**src/rtl/rx_pkg.sv**
```systemverilog
// Shared types for the oversampling serial receiver.
// Assumes: nothing beyond IEEE 1800-2017 packages.
package rx_pkg;

    // Reception phase of the bit engine.
    typedef enum logic [1:0] {
        PH_IDLE  = 2'd0,
        PH_START = 2'd1,
        PH_DATA  = 2'd2,
        PH_STOP  = 2'd3
    } rx_phase_t;

endpackage

```
**src/rtl/rx_line_sync.sv**
```systemverilog
// Multi-stage synchronizer for the asynchronous serial line.
// What it does: passes rx_in through a chain of flops into the clk domain.
// Assumes: SYNC_STAGES >= 2; the chain resets to 1 (the idle level), so reset
// can never look like a start edge.
module rx_line_sync #(
    parameter int SYNC_STAGES = 2
) (
    input  logic clk,
    input  logic rst_n,
    input  logic rx_in,
    output logic rx_sync
);

    logic [SYNC_STAGES-1:0] chain;

    // Shift the raw line through the synchronizer chain.
    always_ff @(posedge clk) begin
        if (!rst_n) begin
            chain <= '1;
        end else begin
            chain[0] <= rx_in;
            for (int i = 1; i < SYNC_STAGES; i++) begin
                chain[i] <= chain[i-1];
            end
        end
    end

    assign rx_sync = chain[SYNC_STAGES-1];

endmodule

```
**src/rtl/rx_bit_engine.sv**
```systemverilog
// Oversampling bit engine for the serial receiver.
// What it does: looks for a falling edge between sample enables, confirms the
// start bit at half a bit time, then samples each data bit and the stop bit
// every OVERSAMPLE enables, shifting data in LSB first. It raises a one-cycle
// deliver pulse with the byte and a low-stop flag.
// Assumes: line_s is already synchronized; tick is a one-cycle enable.
module rx_bit_engine
    import rx_pkg::*;
#(
    parameter int DATA_BITS  = 8,
    parameter int OVERSAMPLE = 16
) (
    input  logic                 clk,
    input  logic                 rst_n,
    input  logic                 tick,
    input  logic                 line_s,
    output logic                 deliver,
    output logic [DATA_BITS-1:0] deliver_byte,
    output logic                 deliver_ferr
);

    localparam int CNT_W = $clog2(OVERSAMPLE);
    localparam int BIT_W = $clog2(DATA_BITS + 1);
    localparam logic [CNT_W-1:0] MID_LAST  = CNT_W'(OVERSAMPLE / 2 - 1);
    localparam logic [CNT_W-1:0] FULL_LAST = CNT_W'(OVERSAMPLE - 1);
    localparam logic [BIT_W-1:0] BIT_LAST  = BIT_W'(DATA_BITS - 1);

    rx_phase_t            phase_q;
    logic [CNT_W-1:0]     os_cnt;
    logic [BIT_W-1:0]     bit_idx;
    logic [DATA_BITS-1:0] shreg;
    logic                 prev_line;
    logic                 fell;
    logic                 cnt_mid;
    logic                 cnt_wrap;

    // Decode edge and counter milestones.
    always_comb begin
        fell     = prev_line && !line_s;
        cnt_mid  = (os_cnt == MID_LAST);
        cnt_wrap = (os_cnt == FULL_LAST);
    end

    // Reception state machine, phase counter and shift register.
    always_ff @(posedge clk) begin
        if (!rst_n) begin
            phase_q      <= PH_IDLE;
            os_cnt       <= '0;
            bit_idx      <= '0;
            shreg        <= '0;
            prev_line    <= 1'b1;
            deliver      <= 1'b0;
            deliver_ferr <= 1'b0;
        end else begin
            deliver <= 1'b0;
            if (tick) begin
                prev_line <= line_s;
                case (phase_q)
                    PH_IDLE: begin
                        if (fell) begin
                            os_cnt  <= '0;
                            phase_q <= PH_START;
                        end
                    end
                    PH_START: begin
                        if (cnt_mid) begin
                            os_cnt <= '0;
                            if (!line_s) begin
                                bit_idx <= '0;
                                phase_q <= PH_DATA;
                            end else begin
                                phase_q <= PH_IDLE;
                            end
                        end else begin
                            os_cnt <= os_cnt + 1'b1;
                        end
                    end
                    PH_DATA: begin
                        if (cnt_wrap) begin
                            os_cnt <= '0;
                            shreg  <= {line_s, shreg[DATA_BITS-1:1]};
                            if (bit_idx == BIT_LAST) begin
                                phase_q <= PH_STOP;
                            end else begin
                                bit_idx <= bit_idx + 1'b1;
                            end
                        end else begin
                            os_cnt <= os_cnt + 1'b1;
                        end
                    end
                    PH_STOP: begin
                        if (cnt_wrap) begin
                            os_cnt       <= '0;
                            deliver      <= 1'b1;
                            deliver_ferr <= !line_s;
                            phase_q      <= PH_IDLE;
                        end else begin
                            os_cnt <= os_cnt + 1'b1;
                        end
                    end
                    default: phase_q <= PH_IDLE;
                endcase
            end
        end
    end

    assign deliver_byte = shreg;

endmodule

```
**src/rtl/rx_hold_buffer.sv**
```systemverilog
// Holding register behind the receive shift register.
// What it does: captures each delivered byte with its framing flag, keeps a
// full flag, and flags overrun when an unread byte is overwritten.
// Assumes: rd_strobe is a one-cycle pulse; a read in the same cycle as a
// delivery consumes the old byte, so no overrun is raised.
module rx_hold_buffer #(
    parameter int DATA_BITS = 8
) (
    input  logic                 clk,
    input  logic                 rst_n,
    input  logic                 deliver,
    input  logic [DATA_BITS-1:0] deliver_byte,
    input  logic                 deliver_ferr,
    input  logic                 rd_strobe,
    output logic [DATA_BITS-1:0] held_byte,
    output logic                 byte_full,
    output logic                 frame_err,
    output logic                 overrun_err
);

    // Load, consume and flag bookkeeping for the holding register.
    always_ff @(posedge clk) begin
        if (!rst_n) begin
            held_byte   <= '0;
            byte_full   <= 1'b0;
            frame_err   <= 1'b0;
            overrun_err <= 1'b0;
        end else if (deliver) begin
            held_byte <= deliver_byte;
            byte_full <= 1'b1;
            frame_err <= deliver_ferr;
            if (byte_full && !rd_strobe) begin
                overrun_err <= 1'b1;
            end else if (rd_strobe) begin
                overrun_err <= 1'b0;
            end
        end else if (rd_strobe) begin
            byte_full   <= 1'b0;
            overrun_err <= 1'b0;
        end
    end

endmodule

```
**src/rtl/serial_byte_receiver.sv**
```systemverilog
// Top of the double-buffered oversampling serial receiver.
// What it does: synchronizes the line, recovers start-stop characters with a
// 16x sample enable and buffers each byte in a holding register.
// Assumes: sample_tick is a one-cycle pulse at OVERSAMPLE times the bit rate.
module serial_byte_receiver #(
    parameter int DATA_BITS   = 8,
    parameter int OVERSAMPLE  = 16,
    parameter int SYNC_STAGES = 2
) (
    input  logic                 clk,
    input  logic                 rst_n,
    input  logic                 sample_tick,
    input  logic                 rx_line,
    input  logic                 rd_strobe,
    output logic [DATA_BITS-1:0] held_byte,
    output logic                 byte_full,
    output logic                 frame_err,
    output logic                 overrun_err
);

    logic                 line_s;
    logic                 deliver;
    logic [DATA_BITS-1:0] deliver_byte;
    logic                 deliver_ferr;

    rx_line_sync #(
        .SYNC_STAGES(SYNC_STAGES)
    ) u_sync (
        .clk    (clk),
        .rst_n  (rst_n),
        .rx_in  (rx_line),
        .rx_sync(line_s)
    );

    rx_bit_engine #(
        .DATA_BITS (DATA_BITS),
        .OVERSAMPLE(OVERSAMPLE)
    ) u_engine (
        .clk         (clk),
        .rst_n       (rst_n),
        .tick        (sample_tick),
        .line_s      (line_s),
        .deliver     (deliver),
        .deliver_byte(deliver_byte),
        .deliver_ferr(deliver_ferr)
    );

    rx_hold_buffer #(
        .DATA_BITS(DATA_BITS)
    ) u_hold (
        .clk         (clk),
        .rst_n       (rst_n),
        .deliver     (deliver),
        .deliver_byte(deliver_byte),
        .deliver_ferr(deliver_ferr),
        .rd_strobe   (rd_strobe),
        .held_byte   (held_byte),
        .byte_full   (byte_full),
        .frame_err   (frame_err),
        .overrun_err (overrun_err)
    );

endmodule

```
**config.mk**
```make
export PLATFORM = sky130hd
export DESIGN_NAME = serial_byte_receiver
export DESIGN_NICKNAME = d
export VERILOG_FILES = /design/src/rtl/rx_pkg.sv /design/src/rtl/rx_line_sync.sv /design/src/rtl/rx_bit_engine.sv /design/src/rtl/rx_hold_buffer.sv /design/src/rtl/serial_byte_receiver.sv
export SDC_FILE = /design/constraint.sdc
export NUM_CORES = 1
export LEC_CHECK = 0
export BUFFER_PORTS_ARGS = -buffer_cell sky130_fd_sc_hd__buf_2
export CAP_MARGIN = 25
export CORE_MARGIN = 2
export CORE_UTILIZATION = 30
export DETAILED_ROUTE_END_ITERATION = 10
export HOLD_SLACK_MARGIN = 0.02
export MAX_ROUTING_LAYER = met4
export PLACE_DENSITY = 0.43
export SLEW_MARGIN = 25
export SYNTH_ARGS = -nofsm -noshare
export SYNTH_HDL_FRONTEND = slang
export SYNTH_SLANG_ARGS = --single-unit
```
**constraint.sdc**
```tcl
create_clock -name clk -period 2.1 [get_ports clk]
set_clock_uncertainty 0.15 [all_clocks]
set_input_delay 0.105 -clock clk [delete_from_list [all_inputs] [get_ports clk]]
set_output_delay 0.105 -clock clk [all_outputs]
set_load 0.05 [all_outputs]
```
==> results.json, run 1 <==
{
  "diodes": 0,
  "drtIter0Drc": 40,
  "cp_slowest_cell": "nor3_4",
  "finalHoldViolations": 0,
  "finalSetupViolCount": 0,
  "viasPerCell": 4.63,
  "syn_area_per_cell_sq_um": 10.0,
  "ys_ff_latch": 34,
  "crit_type": "reg2reg",
  "fin_util": 0.361,
  "sw_frac_of_total": 0.228,
  "start_util": 0.310,
  "arrival_ns": 1.87,
  "fp.coreArea_sq_um": 4720,
  "vias": 1075,
  "postRouteAntennaNets": 0,
  "numCtsBuffers": 5,
  "grt_pass1_vias": 1044,
  "status": "finished, final reports clean",
  "clock_path_buffers": 2,
  "max_stage_delay_ns": 0.47,
  "synth_edf_count": 0,
  "grt_antenna_before_repair": 0,
  "fillers": 499,
  "p_per_area_nw_per_um2": 676,
  "clock_latency_ns": 0.29,
  "die_x_um": 73.9,
  "p_leak_nw": 0.591,
  "whs_ns": 0.0442,
  "power_mw": 1.15,
  "internal-power_mw": 0.891,
  "synth_area_leaders": "dfxtp_1 46%, mux2i_1 14%, nor2b_1 8.5%",
  "drc": 0,
  "peakVddDrop_mv": 0.245,
  "period_share": 0.878,
  "synthesis.nets": 153,
  "min_path_type": "in2reg",
  "p_switching_mw": 0.263,
  "path_clk_slew_ns": 0.07,
  "seq_area_frac_synth": 0.465,
  "worst-path-max-fanout": 8,
  "areaGrowthSynthToFinish_pct": 16.5,
  "r2r_cells": 5,
  "routed_wl_um": 2880,
  "wl_per_cell_um": 12.4,
  "dieArea_sq_um": 5460,
  "min_path_cells": 3,
  "layout_setup_ws_ns": 0.257,
  "max_cap_viol_count": 0,
  "track_usage": 0.126,
  "synthCells": 146,
  "cts_tree": "yes",
  "pre_cts_ws_ns": 0.246,
  "cp-start-kind": "flip-flop",
  "synth_warnings": 0,
  "crit_chain": "ha_1 > nand3_4 > nor3_4 > mux2i_1 > nor2b_1",
  "async_reset_ff_frac": 0,
  "die_h_um": 73.9,
  "synth.top_cell.area_share": 0.465,
  "io_pins": 16,
  "clock-sinks": 34,
  "combPwrFrac": 0.036,
  "end_kind": "flip-flop",
  "clkPwrFrac": 0.398,
  "cp_data_required_time_ns": 2.13,
  "maxSlewViolCount": 0,
  "relSlewSlack": 0.566,
  "dr.pass1.iters": 4,
  "grt_setup_unrepaired": "false",
  "cts_resized": 0,
  "postCtsSetupBuffers": 0,
  "grt-ovfl-total": 0,
  "port_buffers": 15,
  "syn_area_sq_um": 1470,
  "cts_root_buffer": "clkbuf_8",
  "fin_crit_ns": 1.84,
  "postCtsHoldBufs": 2,
  "sequentialPowerShare": 0.567,
  "row_count": 25,
  "final_nets": 172,
  "synth_top_area_cell": "dfxtp_1",
  "synth_ff_type": "dfxtp_1",
  "htreeDepth": 2,
  "fin_setup_tns_ns": 0,
  "tightest_slew_ns": 0.651,
  "drive_above_1_share": 0.182,
  "grt_max_degree": 36,
  "fmaxAchievable_ghz": 0.543,
  "grt_pass1_wl_um": 4970,
  "place_congestion": 0.797,
  "synth_cell_types": 37,
  "hpwlAfterDp_um": 1940
}
cell usage after synthesis, types with 2 or more instances:
master,number
dfxtp_1,34
a21boi_1,3
a21oi_1,5
nor3b_1,2
nand3_1,3
o211a_1,2
nand3b_1,2
o21ai_0,5
ha_1,2
o31ai_1,3
nand2b_1,2
inv_1,2
clkbuf_1,3
mux2i_1,20
or3_1,2
nand2_1,9
buf_2,3
nand4_1,2
nor2_1,5
nor2b_1,20
power by group through the flow:
stage	clock network (mW)	registers [mW]	logic [mW]
detailed placement	0	0.669	0.0393
global route	0.504	0.654	0.0467
floorplan	0	0.666	0.0299
CTS	0.474	0.654	0.0424
finish	0.459	0.654	0.0412
global placement	0	0.668	0.0391
critical path: cells and delay by family, from the launching register on:
| kind | cells | cell delay, ns |
|---|---|---|
| DFF | 1 | 0.37 |
| muxes | 1 | 0.24 |
| and+or+nand+nor | 3 | 0.66 |
| adders and majority gates | 1 | 0.32 |
metrics by stage:
step                      instance area [sq um]  cells
after floorplan                            1470    146
after global placement                     1610    223
after detailed placement                   1610    223
after CTS                                  1710    232
after global routing                       1710    232
final                                      1710    232
cell families (layout without fill, tap and decap cells):
| kind of cell | after synthesis | count (layout) | synth area share |
|---|---|---|---|
| AOI/OAI and AO/OA | 25 | 25 | 0.117 |
| adders and majority gates | 2 | 2 | 0.0171 |
| buffers and inverters | 9 | 28 | 0.0265 |
| DFF | 34 | 34 | 0.465 |
| muxes | 20 | 20 | 0.137 |
| and+or+nand+nor | 56 | 56 | 0.238 |
layer usage:
layer | vias up | wire length, um | track usage
met5 | - | 0 | -
met2 | 18 | 1300 | 0.177
li1 | 552 | - | -
met3 | 5 | 124 | 0.0466
met4 | 0 | 38 | 0.0626
met1 | 500 | 1420 | 0.159
flip-flops by register name (all words and copies together), names as in the netlist, named ones only:
signal and cells:
u_engine.deliver_byte 8, u_hold.held_byte 8, u_engine.bit_idx 4, u_engine.os_cnt 4
u_sync.chain 2, u_engine.deliver 1, u_engine.deliver_ferr 1, u_engine.phase_q 1
u_engine.prev_line 1, u_hold.byte_full 1, u_hold.frame_err 1, u_hold.overrun_err 1
layout by cell type (no fill, tap or decap), drive strengths merged:
| cell | n |
|---|---|
| o21a | 1 |
| buf | 17 |
| nand4 | 2 |
| o211ai | 1 |
| nor2 | 5 |
| a21oi | 5 |
| or3 | 2 |
| o31ai | 3 |
| dfxtp | 34 |
| a21boi | 3 |
| ha | 2 |
| o21ai | 6 |
| nor2b | 20 |
| or2 | 2 |
| or4 | 1 |
| o31a | 1 |
| o211a | 2 |
| and2 | 1 |
| nand3 | 4 |
| nor3b | 2 |
| nand2 | 9 |
| inv | 2 |
| nor3 | 2 |
| nand3b | 2 |
| clkbuf | 5 |
| clkinv | 2 |
| or3b | 1 |
| o221a | 1 |
| dlygate4sd3 | 2 |
| a211oi | 1 |
| nor4b | 1 |
| a41oi | 1 |
| nand2b | 2 |
| mux2i | 20 |
final timing paths:
| kind | slack, ns | end | from |
|---|---|---|---|
| hold / removal | 0.04 | u_engine.os_cnt[1]$_SDFFE_PN0P_ | sample_tick |
| setup / recovery | 0.26 | u_engine.deliver_byte[2]$_SDFFE_PN0P_ | u_engine.os_cnt[0]$_SDFFE_PN0P_ |
| hold reg to reg | 0.26 | u_sync.chain[1]$_SDFF_PN1_ | u_sync.chain[0]$_SDFF_PN1_ |
| setup reg to reg | 0.26 | u_engine.deliver_byte[2]$_SDFFE_PN0P_ | u_engine.os_cnt[0]$_SDFFE_PN0P_ |
layout make-up:
class	count	area [sq um]	area share
Multi-Input combinational cell	103	746	0.437
Timing Repair Buffer	19	110	0.0645
Tap cell	67	83.8	0.0491
Clock inverter	2	10.0	0.00587
Inverter	2	7.51	0.00440
Clock buffer	5	68.8	0.0403
Sequential cell	34	681	0.399
Power figures use the tool's default switching activity.
==> inputs of run 2 (changes only) <==
Settings changed: CORE_MARGIN 2 to 10.
==> results.json, run 2 (synthesis results as in run 1) <==
{
  "htreeDepth": 2,
  "dieArea_sq_um": 8080,
  "worstReg2RegStart": "u_engine.os_cnt[0]$_SDFFE_PN0P_",
  "vias": 1056,
  "tightest_slew_ns": 0.618,
  "place_congestion": 0.759,
  "hpwlAfterDp_um": 2000,
  "port_buffers": 15,
  "stdcell_area_sq_um": 1720,
  "reg2reg_to": "u_engine.deliver_byte[1]$_SDFFE_PN0P_",
  "numCtsBuffers": 5,
  "final_cell_mix": "34 x dfxtp_1, 20 x mux2i_1, 20 x nor2b_1",
  "final_nets": 172,
  "p_leak_nw": 0.594,
  "gr-usage-met1": 0.0872,
  "grt_antenna_before_repair": 0,
  "combPwrFrac": 0.035,
  "wl_per_cell_um": 12.3,
  "crit_type": "reg2reg",
  "fin_setup_tns_ns": 0,
  "r2r_cells": 5,
  "end_kind": "flip-flop",
  "grt_max_degree": 36,
  "arrival_ns": 1.87,
  "min_path_type": "in2reg",
  "finalHoldViolations": 0,
  "sw_frac_of_total": 0.225,
  "track_usage": 0.0781,
  "maxSlewViolCount": 0,
  "sequentialPowerShare": 0.543,
  "finalSetupViolCount": 0,
  "start_util": 0.310,
  "fin_crit_ns": 1.84,
  "grt_setup_unrepaired": "false",
  "diodes": 0,
  "drc": 0,
  "fmaxAchievable_ghz": 0.545,
  "die_h_um": 89.9,
  "dr.pass1.iters": 4,
  "p_per_area_nw_per_um2": 698,
  "clock_path_buffers": 2,
  "period_share": 0.874,
  "clock_latency_ns": 0.28,
  "clkPwrFrac": 0.422,
  "cp-start-kind": "flip-flop",
  "path_clk_slew_ns": 0.07,
  "drive_above_1_share": 0.187,
  "viasPerCell": 4.53,
  "rrSetupSlack_ns": 0.26,
  "drtIter0Drc": 33,
  "die_x_um": 89.9,
  "place_area_sq_um": 1610,
  "io_pins": 16,
  "mostFrequentLayoutCell": "dfxtp_1",
  "holdPathEnd": "u_engine.os_cnt[1]$_SDFFE_PN0P_",
  "worst-path-max-fanout": 8,
  "grt_pass1_wl_um": 5150,
  "cp_data_required_time_ns": 2.13,
  "cts_root_buffer": "clkbuf_8",
  "min_path_cells": 3,
  "gr-usage-met2": 0.121,
  "fin_util": 0.365,
  "grt-busiest-layer": "met2",
  "worstHoldStart": "sample_tick",
  "grt_pass1_vias": 1095,
  "internal-power_mw": 0.932,
  "grt_use_met3": 0.0324,
  "clock-sinks": 34,
  "grt-ovfl-total": 0,
  "areaGrowthSynthToFinish_pct": 17.6,
  "power_mw": 1.20,
  "cts_tree": "yes",
  "relSlewSlack": 0.587,
  "max_cap_viol_count": 0,
  "p_switching_mw": 0.271,
  "status": "finished, final reports clean",
  "postRouteAntennaNets": 0,
  "routed_wl_um": 2870,
  "whs_ns": 0.0504,
  "postCtsSetupBuffers": 0,
  "peakVddDrop_mv": 0.327,
  "fp.coreArea_sq_um": 4720,
  "row_count": 25
}
-- run 2: changes by cell type in the layout (fill, tap and decap cells not counted), sizes merged --
cell and delta:
clkbuf +1, clkinv -1, clkinvlp +1
-- run 2: worst max-delay path by stage --
stage                                    start                               endpoint
2_1_floorplan  u_engine.os_cnt[0]$_SDFFE_PN0P_  u_engine.deliver_byte[0]$_SDFFE_PN0P_
3_3_place_gp   u_engine.os_cnt[0]$_SDFFE_PN0P_  u_engine.deliver_byte[3]$_SDFFE_PN0P_
6_report       u_engine.os_cnt[0]$_SDFFE_PN0P_  u_engine.deliver_byte[1]$_SDFFE_PN0P_
4_1_cts        u_engine.os_cnt[0]$_SDFFE_PN0P_  u_engine.deliver_byte[1]$_SDFFE_PN0P_
3_5_place_dp   u_engine.os_cnt[0]$_SDFFE_PN0P_  u_engine.deliver_byte[1]$_SDFFE_PN0P_
5_1_grt        u_engine.os_cnt[0]$_SDFFE_PN0P_  u_engine.deliver_byte[2]$_SDFFE_PN0P_
-- run 2: final cells by class --
cell class	instances	area [sq um]
Sequential cell	34	681
Tap cell	67	83.8
Clock inverter	2	12.5
Fill cell	471	3000
Inverter	2	7.51
Multi-Input combinational cell	103	746
Timing Repair Buffer	19	110
Clock buffer	6	82.6
-- run 2: critical path: stages (launching register included) --
cell	delay, ns
dfxtp_1	0.36
ha_1	0.31
nand3_4	0.13
nor3_4	0.46
mux2i_1	0.26
nor2b_1	0.06
-- run 2: metal layers --
metal / part of all wire / routed length [um] / up-vias
li1: - / - / 548
met1: 0.50 / 1450 / 489
met2: 0.44 / 1270 / 15
met3: 0.041 / 117 / 4
met4: 0.014 / 39 / 0
met5: 0 / 0 / -
-- run 2: timing repair --
| action | in CTS | in global routing |
|---|---|---|
| hold endpoints to repair | 3 | 0 |
| hold buffers | 2 | 0 |
| resized for setup | 0 | 0 |
| setup endpoints to repair | 0 | 0 |
-- run 2: power by group through the flow --
stage	sequential, mW	clock [mW]	combinational (mW)
after floorplan	0.666	0	0.0299
after global placement	0.668	0	0.0392
after detailed placement	0.668	0	0.0395
after CTS	0.653	0.533	0.0424
after global routing	0.654	0.561	0.0471
final	0.653	0.508	0.0416
-- run 2: per-stage QoR --
stage / setup WS [ns] / instances
CTS: 0.224 / 233
global route: 0.0596 / 233
floorplan: 0.443 / 146
global placement: 0.311 / 223
detailed placement: 0.224 / 223
finish: 0.264 / 233
==> inputs of run 3 (changes only) <==
Settings changed: CORE_UTILIZATION 30 to 55, PLACE_DENSITY 0.43 to 0.72.
==> results.json, run 3 (synthesis results as in run 1) <==
{
  "grt_setup_unrepaired": "false",
  "worst-path-max-fanout": 12,
  "postRouteAntennaNets": 0,
  "grt-busiest-layer": "met2",
  "fin_util": 0.682,
  "routed_wl_um": 2720,
  "die_h_um": 71.6,
  "cp-start-kind": "flip-flop",
  "htreeDepth": 2,
  "cts_tree": "yes",
  "crit_type": "reg2reg",
  "finalSetupViolCount": 0,
  "drive_above_1_share": 0.180,
  "maxSlewViolCount": 0,
  "place_congestion": 0.719,
  "relSlewSlack": 0.603,
  "final_nets": 173,
  "clock_latency_ns": 0.34,
  "fmaxAchievable_ghz": 0.541,
  "p_switching_mw": 0.244,
  "finalHoldViolations": 0,
  "layout_setup_ws_ns": 0.253,
  "drc": 0,
  "numCtsBuffers": 5,
  "hpwlAfterDp_um": 1890,
  "wl_per_cell_um": 13.8,
  "row_count": 18,
  "clock-sinks": 34,
  "worstHoldStart": "u_sync.chain[0]$_SDFF_PN1_",
  "end_kind": "flip-flop",
  "worstReg2RegStart": "u_engine.phase_q[0]$_SDFFE_PN0P_",
  "start_util": 0.586,
  "sequentialPowerShare": 0.498,
  "clock_path_buffers": 2,
  "grt_use_met3": 0.0399,
  "viasPerCell": 5.50,
  "pre_cts_ws_ns": 0.255,
  "gr-usage-met2": 0.173,
  "grt_max_degree": 36,
  "cp_data_required_time_ns": 2.23,
  "final_cell_mix": "34 x dfxtp_1, 20 x mux2i_1, 20 x nor2b_1",
  "die_x_um": 71.6,
  "grt_antenna_before_repair": 0,
  "worstSetupStartpoint": "u_engine.phase_q[0]$_SDFFE_PN0P_",
  "io_pins": 16,
  "dieArea_sq_um": 5130,
  "clkPwrFrac": 0.472,
  "fin_setup_tns_ns": 0,
  "p_leak_nw": 0.609,
  "fin_crit_ns": 1.85,
  "tightest_slew_ns": 0.595,
  "port_buffers": 15,
  "p_per_area_nw_per_um2": 772,
  "postCtsSetupBuffers": 0,
  "sw_frac_of_total": 0.186,
  "drtIter0Drc": 81,
  "vias": 1084,
  "areaGrowthSynthToFinish_pct": 16.4,
  "cts_root_buffer": "clkbuf_4",
  "gr-usage-met1": 0.136,
  "min_path_type": "reg2reg",
  "power_mw": 1.32,
  "combPwrFrac": 0.030,
  "diodes": 0,
  "track_usage": 0.115,
  "grt-ovfl-total": 0,
  "arrival_ns": 1.97,
  "period_share": 0.880,
  "grt_pass1_wl_um": 4770,
  "grt_pass1_vias": 1097,
  "dr.pass1.iters": 4,
  "path_clk_slew_ns": 0.10,
  "internal-power_mw": 1.07,
  "status": "finished, final reports clean",
  "fp.coreArea_sq_um": 2500,
  "peakVddDrop_mv": 0.703,
  "mostFrequentLayoutCell": "dfxtp_1",
  "max_cap_viol_count": 0
}
[run 3: final cells by class]
cell class              count  area [sq um]
clock buffers               6          51.3
well taps                  30          37.5
fillers                   196           795
inverters                   2          7.51
flip-flops and latches     34           681
multi-input cells         103           746
clock inverters             2          60.1
repair buffers             20           123
[run 3: routing by layer]
layer / vias to the layer above / wire [um]
met5: - / 0
met4: 0 / 26
met3: 4 / 176
met2: 23 / 1230
met1: 499 / 1290
li1: 558 / -
[run 3: power groups by stage]
stage               Sequential [mW]  Clock, mW  Combinational (mW)
floorplan                     0.666          0              0.0299
global placement              0.670          0              0.0334
global route                  0.657      0.663              0.0439
detailed placement            0.671          0              0.0340
CTS                           0.656      0.635              0.0398
finish                        0.656      0.621              0.0398
[run 3: per-stage QoR]
| step | std cells | area, sq um | hold slack (ns) |
|---|---|---|---|
| 2_1_floorplan | 146 | 1470 | 0.0280 |
| 3_3_place_gp | 185 | 1550 | 0.133 |
| 4_1_cts | 197 | 1710 | 0.296 |
| 6_report | 197 | 1710 | 0.286 |
| 5_1_grt | 197 | 1710 | 0.312 |
| 3_5_place_dp | 185 | 1550 | 0.139 |
[run 3: timing repair]
action                                 CTS  global route
endpoints found under the hold margin    5             0
gates resized for setup                  0             0
hold buffers                             4             0
[run 3: worst max-delay path: stages (launching register included)]
cell and delay [ns]:
dfxtp_1 0.62, nor4b_2 0.28, a41oi_1 0.13, or4_1 0.47, a21oi_1 0.15
[run 3: worst paths after layout]
path | to | slack [ns] | cells after the start
max | u_engine.bit_idx[3]$_SDFFE_PN0P_ | 0.25 | 4
min | u_sync.chain[1]$_SDFF_PN1_ | 0.29 | 1
max reg2reg | u_engine.bit_idx[3]$_SDFFE_PN0P_ | 0.25 | 4
min reg2reg | u_sync.chain[1]$_SDFF_PN1_ | 0.29 | 1
